===== src/rtl/chan_freq_pkg.sv =====
package chan_freq_pkg;
  localparam int FREQ_W     = 14;
  localparam int CHAN_W     = 8;
  localparam int NUM_FBANDS = 3;
  localparam int TX_OFS     = 10;

  typedef enum logic [1:0] {
    MODE_STD    = 2'd0,
    MODE_COARSE = 2'd1,
    MODE_FINE   = 2'd2,
    MODE_RSVD   = 2'd3
  } mode_e;

  typedef struct packed {
    mode_e             mode;
    logic [1:0]        band;
    logic [CHAN_W-1:0] chan;
  } sel_t;

  function automatic int fband_base(int b);
    case (b)
      0:       return 7690;
      1:       return 8570;
      default: return 9020;
    endcase
  endfunction

  function automatic int fband_top(int b);
    case (b)
      0:       return 7945;
      1:       return 8825;
      default: return 9285;
    endcase
  endfunction
endpackage


===== src/rtl/chan_std_map.sv =====
module chan_std_map
  import chan_freq_pkg::*;
#(
  parameter int IDX0_WORD = 8683,
  parameter int GRID_BASE = 9040,
  parameter int GRID_STEP = 20,
  parameter int GRID_LAST = 10
) (
  input  logic [CHAN_W-1:0] idx_i,
  output logic [FREQ_W-1:0] word_o,
  output logic              ok_o
);
  always_comb begin
    word_o = '0;
    ok_o   = 1'b0;
    if (idx_i == '0) begin
      word_o = FREQ_W'(IDX0_WORD);
      ok_o   = 1'b1;
    end else if (32'(idx_i) <= GRID_LAST) begin
      word_o = FREQ_W'(GRID_BASE) + FREQ_W'(GRID_STEP) * FREQ_W'(idx_i);
      ok_o   = 1'b1;
    end
  end
endmodule


===== src/rtl/chan_grid_map.sv =====
module chan_grid_map
  import chan_freq_pkg::*;
#(
  parameter int BASE     = 7690,
  parameter int STEP     = 10,
  parameter int LAST_OFS = 166
) (
  input  logic [CHAN_W-1:0] ofs_i,
  output logic [FREQ_W-1:0] word_o,
  output logic              ok_o
);
  assign word_o = FREQ_W'(BASE) + FREQ_W'(STEP) * FREQ_W'(ofs_i);
  assign ok_o   = (32'(ofs_i) <= LAST_OFS);
endmodule


===== src/rtl/chan_sel_tracker.sv =====
module chan_sel_tracker
  import chan_freq_pkg::*;
(
  input  logic clk_i,
  input  logic rst_ni,
  input  sel_t sel_i,
  output sel_t sel_q_o,
  output logic chg_o
);
  sel_t sel_q;
  logic chg_q;

  always_ff @(posedge clk_i or negedge rst_ni) begin
    if (!rst_ni) begin
      sel_q <= '0;
      chg_q <= 1'b0;
    end else begin
      sel_q <= sel_i;
      chg_q <= (sel_i != sel_q);
    end
  end

  assign sel_q_o = sel_q;
  assign chg_o   = chg_q;


  chg_cause_chk: assert property (@(posedge clk_i) disable iff (!rst_ni)
    chg_q |-> (sel_q != $past(sel_q)));


  chg_quiet_chk: assert property (@(posedge clk_i) disable iff (!rst_ni)
    (sel_q == $past(sel_q)) |-> !chg_q);
endmodule


===== src/rtl/chan_freq_word.sv =====
module chan_freq_word
  import chan_freq_pkg::*;
(
  input  logic              clk_i,
  input  logic              rst_ni,
  input  logic [1:0]        mode_i,
  input  logic [1:0]        band_i,
  input  logic [CHAN_W-1:0] chan_i,
  input  logic              tx_i,
  output logic [FREQ_W-1:0] freq_o,
  output logic              valid_o,
  output logic              chg_o
);
  logic [FREQ_W-1:0] std_word, crs_word, sel_word, nxt_word;
  logic              std_ok, crs_ok, sel_ok;
  logic [FREQ_W-1:0] fine_word [NUM_FBANDS];
  logic              fine_ok   [NUM_FBANDS];
  sel_t              sel_in, sel_q;

  chan_std_map u_std (
    .idx_i  (chan_i),
    .word_o (std_word),
    .ok_o   (std_ok)
  );

  chan_grid_map #(.BASE(7690), .STEP(10), .LAST_OFS(166)) u_coarse (
    .ofs_i  (chan_i),
    .word_o (crs_word),
    .ok_o   (crs_ok)
  );

  for (genvar b = 0; b < NUM_FBANDS; b++) begin : g_fine
    chan_grid_map #(
      .BASE     (fband_base(b)),
      .STEP     (1),
      .LAST_OFS (fband_top(b) - fband_base(b))
    ) u_band (
      .ofs_i  (chan_i),
      .word_o (fine_word[b]),
      .ok_o   (fine_ok[b])
    );
  end

  always_comb begin
    sel_word = '0;
    sel_ok   = 1'b0;
    case (mode_e'(mode_i))
      MODE_STD: begin
        sel_word = std_word;
        sel_ok   = std_ok;
      end
      MODE_COARSE: begin
        sel_word = crs_word;
        sel_ok   = crs_ok;
      end
      MODE_FINE: begin
        for (int b = 0; b < NUM_FBANDS; b++) begin
          if (32'(band_i) == b) begin
            sel_word = fine_word[b];
            sel_ok   = fine_ok[b];
          end
        end
      end
      default: ;
    endcase
  end

  // invalid selections publish a zero word
  assign nxt_word = !sel_ok ? '0
                  : (tx_i ? sel_word + FREQ_W'(TX_OFS) : sel_word);

  always_ff @(posedge clk_i or negedge rst_ni) begin
    if (!rst_ni) begin
      freq_o  <= '0;
      valid_o <= 1'b0;
    end else begin
      freq_o  <= nxt_word;
      valid_o <= sel_ok;
    end
  end

  assign sel_in = '{mode: mode_e'(mode_i), band: band_i, chan: chan_i};

  chan_sel_tracker u_trk (
    .clk_i   (clk_i),
    .rst_ni  (rst_ni),
    .sel_i   (sel_in),
    .sel_q_o (sel_q),
    .chg_o   (chg_o)
  );


  zero_when_bad_chk: assert property (@(posedge clk_i) disable iff (!rst_ni)
    !valid_o |-> (freq_o == '0));


  freq_range_chk: assert property (@(posedge clk_i) disable iff (!rst_ni)
    valid_o |-> (freq_o >= FREQ_W'(7690) && freq_o <= FREQ_W'(9360)));


  coarse_grid_chk: assert property (@(posedge clk_i) disable iff (!rst_ni)
    (valid_o && sel_q.mode == MODE_COARSE) |-> (freq_o % FREQ_W'(10) == '0));


  rsvd_mode_chk: assert property (@(posedge clk_i) disable iff (!rst_ni)
    (sel_q.mode == MODE_RSVD) |-> !valid_o);
endmodule


===== config.mk =====
export PLATFORM = sky130hd
export DESIGN_NAME = chan_freq_word
export DESIGN_NICKNAME = d
export VERILOG_FILES = /design/src/rtl/chan_freq_pkg.sv /design/src/rtl/chan_std_map.sv /design/src/rtl/chan_grid_map.sv /design/src/rtl/chan_sel_tracker.sv /design/src/rtl/chan_freq_word.sv
export SDC_FILE = /design/constraint.sdc
export NUM_CORES = 1
export LEC_CHECK = 0
export BUFFER_PORTS_ARGS = -buffer_cell sky130_fd_sc_hd__buf_2
export CAP_MARGIN = 20
export CORE_AREA = 2 2 118 120
export CTS_BUF_LIST = sky130_fd_sc_hd__clkbuf_2 sky130_fd_sc_hd__clkbuf_4 sky130_fd_sc_hd__clkbuf_8
export DETAILED_ROUTE_END_ITERATION = 10
export DIE_AREA = 0 0 120 122
export MAX_ROUTING_LAYER = met4
export PLACE_DENSITY = 0.5
export SLEW_MARGIN = 0
export SYNTH_ARGS = -nofsm -noshare
export SYNTH_HDL_FRONTEND = slang
export SYNTH_HIERARCHICAL = 1
export SYNTH_SLANG_ARGS = --single-unit

===== constraint.sdc =====
create_clock -name clk_i -period 1.15 [get_ports clk_i]
set_input_delay 0.1725 -clock clk_i [delete_from_list [all_inputs] [get_ports clk_i]]
set_output_delay 0.1725 -clock clk_i [all_outputs]
set_load 0.02 [all_outputs]

# After elaboration in Yosys (flattened, before gate mapping)
# Cells that the tools add are included.
# classes
order_cmp	2
add_sub_neg	6
mul	2
n_reduce_logical	3
muxes	14
eq_ne	5
# op_table
op	n
$mux W14	7
$pmux W14 S3	1
$add A14 B8 Y14 const A	2
$mul A3 B8 Y11 const A	2
$add A13 B12 Y14 const A	1
$add A13 B8 Y14 const A	1
$add A14 B13 Y14 const A	1
$add A14 B4 Y14 const B	1
$ne A12 B12 Y1	1
$le A8 B4 Y1 const B	1
$le A8 B8 Y1 const B	1
$logic_not A8 Y1	1
$mux W1	5
$eq A2 B1 Y1 const B	2
$eq A2 B2 Y1 const B	2
$logic_not A2 Y1	2
$pmux W1 S3	1
# totals
inputBits	15
out_inout_bits	16
register_bits	28
word_cells	38

# Logic depth before layout (Yosys ltp)
# depth
ltp_word	8
mapped_depth	16

# By module
# Netlist, hierarchy kept.
# modules_own_cells
module	cells_each	instances	seq_area_each_um2	area_per_inst_um2
chan_freq_word	171	1	375.4	1450.1
chan_std_map	87	1	0.0	650.6
chan_grid_map (u_coarse)	78	1	0.0	626.9
chan_sel_tracker	29	1	325.3	454.2
chan_grid_map (g_fine[0].u_band ...)	23	2	0.0	162.7
chan_grid_map (g_fine[2].u_band)	24	1	0.0	172.7

# Least setup slack after synthesis
# No wires, ideal clock.
# synth_timing
path_type	input-to-reg
startpoint	input chan_i[1]
endpoint	register freq_o[12]
cell_stages	15
path_slack_ns	-2.052
t_arrival_ns	3.124
required_time_ns	1.072
setup_time_ns	0.078
path_cell_list	ha_1 -> ha_1 -> inv_1 -> fa_1 -> and2b_1 -> o22ai_1 -> xnor2_1 -> or3_1 -> a21oi_1 -> nor2_1 -> a221o_1 -> nor4_4 -> nand2_1 -> or3_1 -> a21oi_1
# synth_between
elab_chain_len	8
word_cells_on_any_way	22
# synth_rtl
item	line_no	rtl
start: declaration	chan_freq_word.sv:8	input logic [CHAN_W-1:0] chan_i,
$mul A3 B8 Y11	chan_std_map.sv:20	word_o = FREQ_W'(GRID_BASE) + FREQ_W'(GRID_STEP) * FREQ_W'(idx_i);
$add A14 B13 Y14	chan_std_map.sv:20	
$mux W14	chan_std_map.sv:19	end else if (32'(idx_i) <= GRID_LAST) begin
$mux W14 (*)	chan_std_map.sv:16	if (idx_i == '0) begin
net std_word[9]	chan_freq_word.sv:14	logic [FREQ_W-1:0] std_word, crs_word, sel_word, nxt_word;
$pmux W14 S3 (*)	chan_freq_word.sv:47	case (mode_e'(mode_i))
$add A14 B4 Y14 (*)	chan_freq_word.sv:70	: (tx_i ? sel_word + FREQ_W'(TX_OFS) : sel_word);
$mux W14 (*)	chan_freq_word.sv:70	
$mux W14 (*)	chan_freq_word.sv:69	assign nxt_word = !sel_ok ? '0
net nxt_word[12]	chan_freq_word.sv:14	
end signal: assignment	chan_freq_word.sv:77	freq_o <= nxt_word;
end: declaration	chan_freq_word.sv:10	output logic [FREQ_W-1:0] freq_o,
# The timed path passes the listed nets; every way through them passes the cells marked *.

# Final worst setup path
# layout_timing
startpoint	input chan_i[3]
endpoint	register freq_o[12]
# Same word-level chain as after synthesis.

==> flow_summary.ini <==
[placement]
place_congestion = 0.866
dp_hpwl_um = 8130
pre_cts_slack_ns = -2.33
numPlacedInstances = 736
port_buffers = 30
placed_area_sq_mm = 0.00490

[routing]
first_pass_iters = 4
drt_wl_total_um = 10600
routedWlPerCell_um = 14.0
vias_per_cell = 4.64
drc = 0
vias = 3497
ant_nets = 0
initialDrtViolationCount = 144

[yosys]
synth_seq_cells = 28
netlist_instances = 435
ys.flop_type = dfrtp_1
yosys.cell_types.count = 85
ys_seq_area_share_pct = 19.0
postSynthAreaPerCell_sq_um = 8.46
synth_top_area_share_pct = 19.0
async_flop_share_pct = 100
synth_edf_count = 0
syn_area_sq_mm = 0.00368
yosys_warnings = 6
synth_area_leaders = dfrtp_1, ha_1, xnor2_1
synth_common_cells = nor2_1, ha_1, xnor2_1, dfrtp_1
synth.largest_area_cell = dfrtp_1
synth_most_common_cell = nor2_1

[final_layout]
antenna_cells = 0
final_area_sq_mm = 0.00556
fill_cells = 1318
drive_gt1_share_pct = 46.0
nets = 623
area_growth_syn_to_layout_pct = 51.1
fin_cells = 754
multiInputGateArea_sq_mm = 0.00321
regArea_sq_um = 701

[critical_path]
critPathLaunchType = input pin
worst_setup_path_end_kind = register
arrival_ns = 3.21
worst-path-max-fanout = 5
cp_slowest_cell = or3_1
required_ns = 1.36
cp_cell_sequence = buf_12, ha_4, ha_4, inv_2, fa_2, and2b_2, o22ai_4, xnor2_2, or3_1, a21oi_2, nor2_1, a221o_1, nor4_4, nand2_1, or3_1, a21oi_2
cp_num_buf_inv = 2
worstSetupPathType = in -> reg
crit_family = simple AND/OR/NAND/NOR gates
regToRegSetupSlack_ns = 0.08
cp_slowest_stage_delay_ns = 0.39

[die]
die_area_sq_mm = 0.0146
die_h_um = 122
rows = 43
start_util_pct = 27.2
io-pin-count = 31
core_sq_mm = 0.0135
die_w_um = 120

[sta]
fin_crit_sh_pct = 260
fin_skew_ns = 0.000953
setup_viol = 15
fin_tns_setup_ns = -17.18
rsz0062_at_grt = true
setup_slack_ns = -1.84
final_hold_viol_count = 0
drv_slew = 0
period_needed_ns = 2.99
max_freq_ghz = 0.334

[clock_tree]
clock_latency_ns = 0.28
cts-root-buf = clkbuf_8
cts_tree = built
cts_buffers = 3
clock_path_buffers = 2
clkTransAtPathRegs_ns = 0.09
numClockSinks = 28
cts.htree.levels = 1

[global_routing]
grt_util_all_layers_pct = 15.4
antenna_found_initial = 0
grt_pass1_vias = 3646
grt_start_max_net_pins = 29
grt_pass1_wl_um = 17800
overflow = 0

[power_and_ir_drop]
power_frac_clock_pct = 13.2
pwr-share-seq_pct = 22.9
ir_drop_v = 0.000359
comb_power_share_pct = 63.9
leakagePower_uw = 0.00249
swShare_pct = 38.3
power.switching_uw = 1780
total_power_uw = 4640
p_int_uw = 2860
power_density_mw_per_mm2 = 835

[outcome]
violations = setup timing
status = finished with violations

[job]
maxCapViolCount = 0

[hold_path]
hp-class = in -> reg
[logic make-up after synthesis]
logic type	count (synthesis)	share of synthesized area [%]
multiplexers	20	5.68
buffers and inverters	58	9.28
flip-flops	28	19.0
AND/OR/NAND/NOR	145	21.9
adder cells (fa/ha/maj)	34	11.9
XOR/XNOR	52	12.8
AO/OA/AOI/OAI	91	18.7
other	7	0.714
[layout by cell type (no fill, tap or decap), types with 16 or more instances in the layout]
master	synthesis	routed
inv_1	20	16
buf_2	4	26
xor2_1	21	18
mux2i_1	16	16
xnor2_1	29	22
buf_4	21	113
nor2_1	53	48
dfrtp_1	28	28
buf_6	3	16
conb_1	7	16
[cell type report]
type | count | area share, %
tap | 180 | 4.05
multi-input combinational | 358 | 57.8
clock buffer | 4 | 0.990
timing repair buffer | 162 | 23.1
sequential | 28 | 12.6
inverter | 22 | 1.49
[worst reg2reg max path: cells and delay by family, from the launching register on]
family | cells | cell delay [ns]
and+or+nand+nor | 2 | 0.40
DFF | 1 | 0.38
xor gates and xnor gates | 1 | 0.16
[path summary, 6_finish.rpt]
check / endpoint / cells after the start / startpoint
max in group asynchronous: freq_o[13] / 3 / rst_ni
max reg2reg: u_trk/chg_o / 3 / u_trk/sel_q_o[3]
min in group asynchronous: u_trk/chg_o / 3 / rst_ni
min reg2reg: u_trk/chg_o / 3 / u_trk/sel_q_o[4]
min: u_trk/sel_q_o[11] / 2 / mode_i[1]
max: freq_o[12] / 16 / chan_i[3]
[metrics by stage]
| stage | utilization [%] | hold slack (ns) |
|---|---|---|
| global placement | 36.3 | 0.188 |
| finish | 41.2 | 0.180 |
| detailed placement | 36.3 | 0.195 |
| floorplan | - | -0.123 |
| global route | 41.2 | 0.175 |
| CTS | 40.0 | 0.175 |
[timing repair]
| action | 4_1_cts | 5_1_grt |
|---|---|---|
| pin swaps | 41 | 9 |
| hold buffers | 1 | 0 |
| gates resized for setup | 75 | 21 |
| setup buffers | 12 | 6 |
| endpoints found under the hold margin | 28 | 0 |
| endpoints found under the setup margin | 15 | 16 |
[power by group through the flow]
stage	Clock, uW	Sequential, uW	Combinational (uW)
6_report	613	1060	2960
3_3_place_gp	0	1080	2470
4_1_cts	634	1070	2820
5_1_grt	667	1070	3210
2_1_floorplan	0	1140	1440
3_5_place_dp	0	1090	2500
[sequential cells by signal, summed over array words and instances (netlist names)]
| signal | flops |
|---|---|
| valid_o | 1 |
| u_trk/sel_q_o | 12 |
| u_trk/chg_o | 1 |
| freq_o | 14 |
[layer usage]
metal / vias up / GRT usage [%] / wire [um]
met3: 8 / 1.03 / 144
li1: 1780 / - / -
met5: - / - / 0
met4: 0 / 4.26 / 143
met2: 33 / 27.6 / 5350
met1: 1676 / 18.7 / 4940
Note: power is estimated with default switching activity, not from simulation.
